--- src/rtl/local_timer_pkg.sv ---
package local_timer_pkg;
   localparam int DEF_DATA_W    = 32;
   localparam int DEF_CNT_W     = 28;
   localparam int DEF_RUN_BIT   = 28;
   localparam int DEF_IRQEN_BIT = 29;
   localparam int DEF_FLAG_BIT  = 31;

   typedef enum logic {
      LTM_IDLE  = 1'b0,
      LTM_COUNT = 1'b1
   } ltm_state_e;
endpackage

--- src/rtl/ltm_counter.sv ---
module ltm_counter
   import local_timer_pkg::*;
#(
   parameter int CNT_W = DEF_CNT_W
) (
   input  logic             clk,
   input  logic             rst_n,
   input  logic             tick,
   input  logic             load,
   input  logic [CNT_W-1:0] load_val,
   input  logic             stop,
   output logic             expire
);
   localparam logic [CNT_W-1:0] ONE = CNT_W'(1);

   ltm_state_e       st_q;
   logic [CNT_W-1:0] cnt_q;

   assign expire = (st_q == LTM_COUNT) && tick && (cnt_q == ONE);

   always_ff @(posedge clk) begin
      if (!rst_n) begin
         st_q  <= LTM_IDLE;
         cnt_q <= '0;
      end else if (load) begin
         cnt_q <= load_val;
         st_q  <= (load_val != '0) ? LTM_COUNT : LTM_IDLE;
      end else if (stop) begin
         st_q <= LTM_IDLE;
      end else if (st_q == LTM_COUNT && tick) begin
         cnt_q <= cnt_q - ONE;
         if (cnt_q == ONE) st_q <= LTM_IDLE;
      end
   end
endmodule

--- src/rtl/ltm_ctrl_reg.sv ---
module ltm_ctrl_reg
   import local_timer_pkg::*;
#(
   parameter int DATA_W    = DEF_DATA_W,
   parameter int CNT_W     = DEF_CNT_W,
   parameter int RUN_BIT   = DEF_RUN_BIT,
   parameter int IRQEN_BIT = DEF_IRQEN_BIT,
   parameter int FLAG_BIT  = DEF_FLAG_BIT
) (
   input  logic              clk,
   input  logic              rst_n,
   input  logic              wr,
   input  logic [DATA_W-1:0] wdata,
   input  logic              ack,
   input  logic              expire,
   output logic [DATA_W-1:0] word,
   output logic              load,
   output logic [CNT_W-1:0]  reload,
   output logic              stop
);
   localparam logic [DATA_W-1:0] CNT_MASK = DATA_W'({CNT_W{1'b1}});
   localparam logic [DATA_W-1:0] WMASK    = CNT_MASK
                                          | (DATA_W'(1) << RUN_BIT)
                                          | (DATA_W'(1) << IRQEN_BIT)
                                          | (DATA_W'(1) << FLAG_BIT);

   logic [DATA_W-1:0] word_q, word_d;

   always_comb begin
      word_d = word_q;
      if (wr) word_d = wdata & WMASK;
      if (ack)                word_d[FLAG_BIT] = 1'b0;
      else if (expire && !wr) word_d[FLAG_BIT] = 1'b1;
   end

   assign load   = (wr || ack) && word_d[RUN_BIT];
   assign stop   = wr && !word_d[RUN_BIT];
   assign reload = word_d[CNT_W-1:0];
   assign word   = word_q;

   always_ff @(posedge clk) begin
      if (!rst_n) word_q <= '0;
      else        word_q <= word_d;
   end
endmodule

--- src/rtl/ltm_irq_out.sv ---
module ltm_irq_out #(
   parameter bit REG_IRQ = 1'b0
) (
   input  logic clk,
   input  logic rst_n,
   input  logic flag,
   input  logic irq_en,
   output logic irq
);
   logic raw;
   assign raw = flag & irq_en;

   if (REG_IRQ) begin : g_reg
      logic irq_q;
      always_ff @(posedge clk) begin
         if (!rst_n) irq_q <= 1'b0;
         else        irq_q <= raw;
      end
      assign irq = irq_q;
   end else begin : g_comb
      assign irq = raw;
   end
endmodule

--- src/rtl/local_timer.sv ---
module local_timer
   import local_timer_pkg::*;
#(
   parameter int DATA_W    = DEF_DATA_W,
   parameter int CNT_W     = DEF_CNT_W,
   parameter int RUN_BIT   = DEF_RUN_BIT,
   parameter int IRQEN_BIT = DEF_IRQEN_BIT,
   parameter int FLAG_BIT  = DEF_FLAG_BIT,
   parameter bit REG_IRQ   = 1'b0
) (
   input  logic              clk,
   input  logic              rst_n,
   input  logic              tick_en,
   input  logic              ctrl_we,
   input  logic [DATA_W-1:0] ctrl_wdata,
   input  logic              ack_we,
   output logic [DATA_W-1:0] ctrl_rdata,
   output logic              irq_out
);
   if (CNT_W < 1 || CNT_W >= DATA_W) begin : g_bad_cnt
      $error("local_timer: CNT_W must lie in 1..DATA_W-1");
   end
   if (RUN_BIT < CNT_W || IRQEN_BIT < CNT_W || FLAG_BIT < CNT_W) begin : g_bad_pos
      $error("local_timer: control bits overlap the reload field");
   end
   if (RUN_BIT >= DATA_W || IRQEN_BIT >= DATA_W || FLAG_BIT >= DATA_W) begin : g_bad_rng
      $error("local_timer: control bit beyond word width");
   end
   if (RUN_BIT == IRQEN_BIT || RUN_BIT == FLAG_BIT || IRQEN_BIT == FLAG_BIT) begin : g_bad_dup
      $error("local_timer: control bits must be distinct");
   end

   logic             load, stop, expire;
   logic [CNT_W-1:0] reload;

   ltm_ctrl_reg #(
      .DATA_W(DATA_W), .CNT_W(CNT_W), .RUN_BIT(RUN_BIT),
      .IRQEN_BIT(IRQEN_BIT), .FLAG_BIT(FLAG_BIT)
   ) u_ctrl (
      .clk(clk), .rst_n(rst_n), .wr(ctrl_we), .wdata(ctrl_wdata),
      .ack(ack_we), .expire(expire), .word(ctrl_rdata),
      .load(load), .reload(reload), .stop(stop)
   );

   ltm_counter #(.CNT_W(CNT_W)) u_cnt (
      .clk(clk), .rst_n(rst_n), .tick(tick_en), .load(load),
      .load_val(reload), .stop(stop), .expire(expire)
   );

   ltm_irq_out #(.REG_IRQ(REG_IRQ)) u_irq (
      .clk(clk), .rst_n(rst_n), .flag(ctrl_rdata[FLAG_BIT]),
      .irq_en(ctrl_rdata[IRQEN_BIT]), .irq(irq_out)
   );
endmodule


--- config.mk ---
export PLATFORM = sky130hd
export DESIGN_NAME = local_timer
export DESIGN_NICKNAME = d
export VERILOG_FILES = /design/src/rtl/local_timer_pkg.sv /design/src/rtl/ltm_counter.sv /design/src/rtl/ltm_ctrl_reg.sv /design/src/rtl/ltm_irq_out.sv /design/src/rtl/local_timer.sv
export SDC_FILE = /design/constraint.sdc
export NUM_CORES = 1
export LEC_CHECK = 0
export BUFFER_PORTS_ARGS = -buffer_cell sky130_fd_sc_hd__buf_4
export CAP_MARGIN = 20
export CORE_MARGIN = 3
export CORE_UTILIZATION = 59
export CTS_CLUSTER_SIZE = 10
export DETAILED_ROUTE_END_ITERATION = 8
export PLACE_DENSITY = 0.91
export SYNTH_ARGS = -nofsm -noshare
export SYNTH_HDL_FRONTEND = slang
export SYNTH_HIERARCHICAL = 1
export SYNTH_SLANG_ARGS = --single-unit
--- constraint.sdc ---
create_clock -name clk -period 2.9 [get_ports clk]
set_clock_uncertainty 0.15 [all_clocks]
set_input_delay 0.29 -clock clk [delete_from_list [all_inputs] [get_ports clk]]
set_output_delay 0.29 -clock clk [all_outputs]
set_load 0.05 [all_outputs]
Word level (Yosys, flattened, before mapping)
Index checks and enable logic that the tools add are counted.
{ "totals": {"wordCells": 36, "register_bits": 60, "out_inout_bits": 33, "in_bits": 37} }
{ "classes": {"n_eq_ne": 2, "n_reduce_logical": 16, "muxes": 10, "n_addsub": 1, "bitwise": 2} }
{ "op_table": {"columns": ["operator", "n"], "rows": [
  ["28-bit two-way mux", 3],
  ["32-bit two-way mux", 1],
  ["28-bit by 1-bit equality test with 1-bit output (second input constant)", 1],
  ["28-bit nonzero test", 1],
  ["28-bit by 1-bit subtractor with 28-bit output (second input constant)", 1],
  ["1-bit two-way mux", 6],
  ["3-bit nonzero test", 2],
  ["1-bit logical AND", 5],
  ["2-bit AND reduction", 2],
  ["2-bit nonzero test", 2],
  ["1-bit logical NOT", 2],
  ["2-bit inequality test (second input constant)", 1],
  ["2-bit OR reduction", 1],
  ["1-bit AND", 1],
  ["1-bit logical OR", 1],
  ["1-bit NOT", 1]
]} }

Logic depth before layout (Yosys ltp)
{ "logic_depth": {"word_depth": 5, "depth_mapped": 9} }

Cells and area by module
The synthesis kept the hierarchy.
{ "by_module_without_submodules": {"columns": ["module", "seq_area_each_um2", "area_per_inst_um2", "instances", "cells_each"], "rows": [
  ["ltm_counter", 580.6, 1736.7, 1, 210],
  ["ltm_ctrl_reg", 620.6, 1574.0, 1, 134],
  ["ltm_irq_out", 0.0, 6.3, 1, 1]
]} }

Worst setup path after synthesis
Ideal clock, no wire load.
{ "synth_path": {"path_kind": "in2reg", "startpoint": "in ctrl_we", "endpoint": "reg u_cnt.cnt_q[19]", "stages": 7, "t_arrival_ps": 1837, "setup_time_ps": 74, "t_required_ps": 2676, "path_slack_ps": 838, "path_buffers": 2, "path_cell_list": "buf_6 buf_6 nor2b_1 nor3_2 nand2_1 or4_1 a31oi_1"} }
{ "synth_via": {"elab_chain_len": 5} }
{ "synth_rtl": {"columns": ["element", "line", "text"], "rows": [
  ["start: declaration", "local_timer.sv:14", "input logic ctrl_we,"],
  ["32-bit two-way mux", "ltm_ctrl_reg.sv:31", "if (wr) word_d = wdata & WMASK;"],
  ["1-bit logical NOT", "ltm_ctrl_reg.sv:37", "assign stop = wr && !word_d[RUN_BIT];"],
  ["1-bit logical AND *", "ltm_ctrl_reg.sv:37", null],
  ["net stop", "local_timer.sv:33", "logic load, stop, expire;"],
  ["2-bit inequality test (no source line) *", null, null],
  ["2-bit AND reduction (no source line) *", null, null],
  ["end signal: assignment", "ltm_counter.sv:26", "cnt_q <= load_val;"],
  ["end signal: assignment", "ltm_counter.sv:31", "cnt_q <= cnt_q - ONE;"],
  ["end: declaration", "ltm_counter.sv:17", "logic [CNT_W-1:0] cnt_q;"]
]} }
The timed path passes the listed nets; every way through them passes the cells marked *. The select of a mux whose other input is x is not followed.
A chain may end at the register's enable or synchronous reset.

Worst setup path in the final report
{ "layout_path": {"startpoint": "reg u_cnt.cnt_q[14]", "endpoint": "reg u_cnt.cnt_q[22]"} }
{ "layout_via": {"elab_chain_len": 4} }
{ "layout_rtl": {"columns": ["element", "line", "text"], "rows": [
  ["28-bit by 1-bit subtractor with 28-bit output", "ltm_counter.sv:31", null],
  ["28-bit two-way mux", "ltm_counter.sv:30", "end else if (st_q == LTM_COUNT && tick) begin"],
  ["28-bit two-way mux", "ltm_counter.sv:28", "end else if (stop) begin"],
  ["28-bit two-way mux", "ltm_counter.sv:25", "end else if (load) begin"]
]} }
No other way between the ends. The select of a mux whose other input is x is not followed.

==> out/metrics.cfg <==
[run_status]
status=finished clean

[cts]
clk_path_buf_depth=2
clock_sinks=60
worstSkewPairLatency_ns=0.33
clk_pin_slew_ns=0.07
cts_made_buffers=9
cts_root_buf=clkbuf_8
cts_tree=done
cts_max_level=3

[floorplanning]
num_rows=26
die_h_um=81.0
num_io_pins=70
start_util=0.629
core-area_um2=5270
fp.dieArea_um2=6560
die_w_um=81.0

[synth]
synthArstFlopShare=0
synth-xor-area-share=0.0290
synth_compound_area_frac=0.129
synth_edf_count=0
ys.flop_type=dfxtp_1
synth_fp_nets=384
synthAdderAreaFrac=0.00754
synthMuxAreaShare=0.128
yosysWarnings=6
synth_top_family_by_area=simple AND/OR/NAND/NOR gates
syn_area_um2=3320
yosysSeqAreaShare=0.362
yosysUniqueCellTypes=52
syn_area_per_cell_um2=9.61
yosys.area_share.simple=0.234
synth_seq_cells=60
syn_inst=345

[timing]
setup_violations=0
rsz0062_at_grt=no
slew_viol_final=0
tightest_slew_ns=0.591
fmax_mhz=416
tns_ns=0
period_share=0.829
slew_headroom=0.602
hold_viol=0
finalCriticalPeriod_ns=2.40

[placement]
place.port_buffers=67
post-place-cells=441
placed_area_um2=3610
post-dp-hpwl_um=5080
place_congestion=0.830

[hold_path]
holdPathStages=3
hold_path_class=primary input to flop

[setup_path]
reg2regPathDepth=4
slowest_delay_ns=0.63
cp_slowest_cell=or4_1
cp-end-kind=flop
arrival_ns=2.51
path_class=flop to flop
cp.required_ns=3.01
path_cells=nor4_1 -> nand4_2 -> or4_1 -> a31oi_1
start_kind=flop
path_max_fanout=16

[detailed_routing]
wl_um=7580
postRouteAntennaNets=0
drc=0
vias_per_cell=5.88
vias=2691
wire_per_inst_um=16.5
drt-initial-drc-count=275
drt_pre_antenna_iters=7

[finish]
antenna_cells=0
syn2layout_area_growth_pct=15.8
nNetsFinal=422
stdcell_area_um2=3840
layout-drive-gt1-share=0.327
final_cells=458

[global_routing]
gr-usage-met3=0.0576
grt_pass1_wl_um=12200
grt_use_met1=0.297
grt_pass1_vias=2675
antenna_found_initial=0
grt_max_degree=56
grt_usage=0.240
top_usage_layer=met2
met2_usage=0.406
grt_overflow=0

[power]
vdd.ir_drop.worst_uv=460
p_leak_nw=1.60
power_density_nw_per_um2=585

[run]
drv_cap=0

==> Yosys cell counts, types with 3 or more instances <==
cell type  count  area share
a21oi_1       11       0.017
a31oi_1       14       0.026
and2_1        28       0.053
and2_4         3      0.0079
buf_4         29       0.066
buf_6          3       0.010
clkbuf_1      13       0.015
dfxtp_1       60        0.36
inv_1          4      0.0045
mux2_2         4       0.014
mux2_4        24        0.11
nand2_1        8      0.0091
nand2b_1       4      0.0075
nand3_1        7       0.011
nand4_1        6       0.011
nand4b_1       3      0.0079
nor2_1         8      0.0091
nor2b_1        6       0.011
nor3_1         6      0.0091
nor4_1        10       0.019
o21ai_0       22       0.033
o21ai_1        3      0.0045
o31ai_1       10       0.023
or3_1          3      0.0057
or4_1         13       0.029
xor2_1         9       0.024
==> where the power goes <==
| group | total (mW) | switching (mW) | internal (mW) |
|---|---|---|---|
| combinational | 0.493 | 0.285 | 0.209 |
| sequential | 0.934 | 0.0515 | 0.882 |
| clock | 0.820 | 0.317 | 0.503 |
| total | 2.25 | 0.653 | 1.59 |
==> state kept, by name, indices dropped and copies added, names as in the netlist <==
signal,count
u_cnt/cnt_q,28
u_ctrl/word,31
u_cnt/st_q,1
==> final timing paths <==
| check | slack (ns) | startpoint | to |
|---|---|---|---|
| max | 0.50 | u_cnt/cnt_q[14] | u_cnt/cnt_q[22] |
| min | 0.12 | ctrl_wdata[31] | u_ctrl/word[31] |
| max reg2reg | 0.50 | u_cnt/cnt_q[14] | u_cnt/cnt_q[22] |
| min reg2reg | 0.36 | u_cnt/cnt_q[27] | u_cnt/cnt_q[27] |
==> final cells by class <==
type	instances	area, um^2
clock inverter	5	75.1
tap	70	87.6
multi-input combinational	233	1760
fill	384	1430
inverter	4	15.0
clock buffer	11	141
sequential	60	1200
timing repair buffer	75	566
==> cell families (layout without fill, tap and decap cells) <==
logic type / count (synthesis) / after routing
AND/OR/NAND/NOR: 119 / 119
AO/OA/AOI/OAI: 70 / 70
flip-flops: 60 / 60
buffers and inverters: 52 / 95
multiplexers: 30 / 30
XOR/XNOR: 11 / 11
adder cells (fa/ha/maj): 2 / 2
other: 1 / 1
==> worst max-delay path, delay by kind of cell, from the launching register on <==
kind / cells / cell delay, ns
and+or+nand+nor: 3 / 1.64
DFF: 1 / 0.36
AOI/OAI and AO/OA: 1 / 0.17
==> stage by stage <==
stage          power (mW)  hold WS, ns  setup WS [ns]   util
6_report             2.25        0.120          0.496  0.729
5_1_grt              2.34        0.128          0.376  0.729
4_1_cts              2.25        0.116          0.560  0.729
3_5_place_dp         1.43        0.324          0.423  0.686
3_3_place_gp         1.42        0.313          0.482  0.686
2_1_floorplan        1.34        0.217          0.838      -
==> what timing repair did <==
action / 4_1_cts / 5_1_grt
hold endpoints to repair: 1 / 0
hold buffers: 1 / 0
resized for setup: 0 / 0
setup buffers: 0 / 0
==> layout by cell type, fill, tap and decap left out, types with 6 or more instances in the layout <==
cell type / count
a21oi_1: 11
a31oi_1: 14
and2_1: 28
buf_4: 74
clkbuf_8: 10
dfxtp_1: 60
mux2_4: 24
nand2_1: 8
nand3_1: 7
nand4_1: 6
nor2_1: 8
nor2b_1: 6
nor3_1: 6
nor4_1: 10
o21ai_0: 22
o31ai_1: 10
or4_1: 13
xor2_1: 9
==> per-layer routing <==
metal	up-vias	part of all wire	wire (um)
li1	1301	-	-
met1	1282	0.42	3210
met2	93	0.51	3870
met3	15	0.049	369
met4	0	0.017	127
met5	-	0	0
Note: power is estimated with default switching activity, not from simulation.
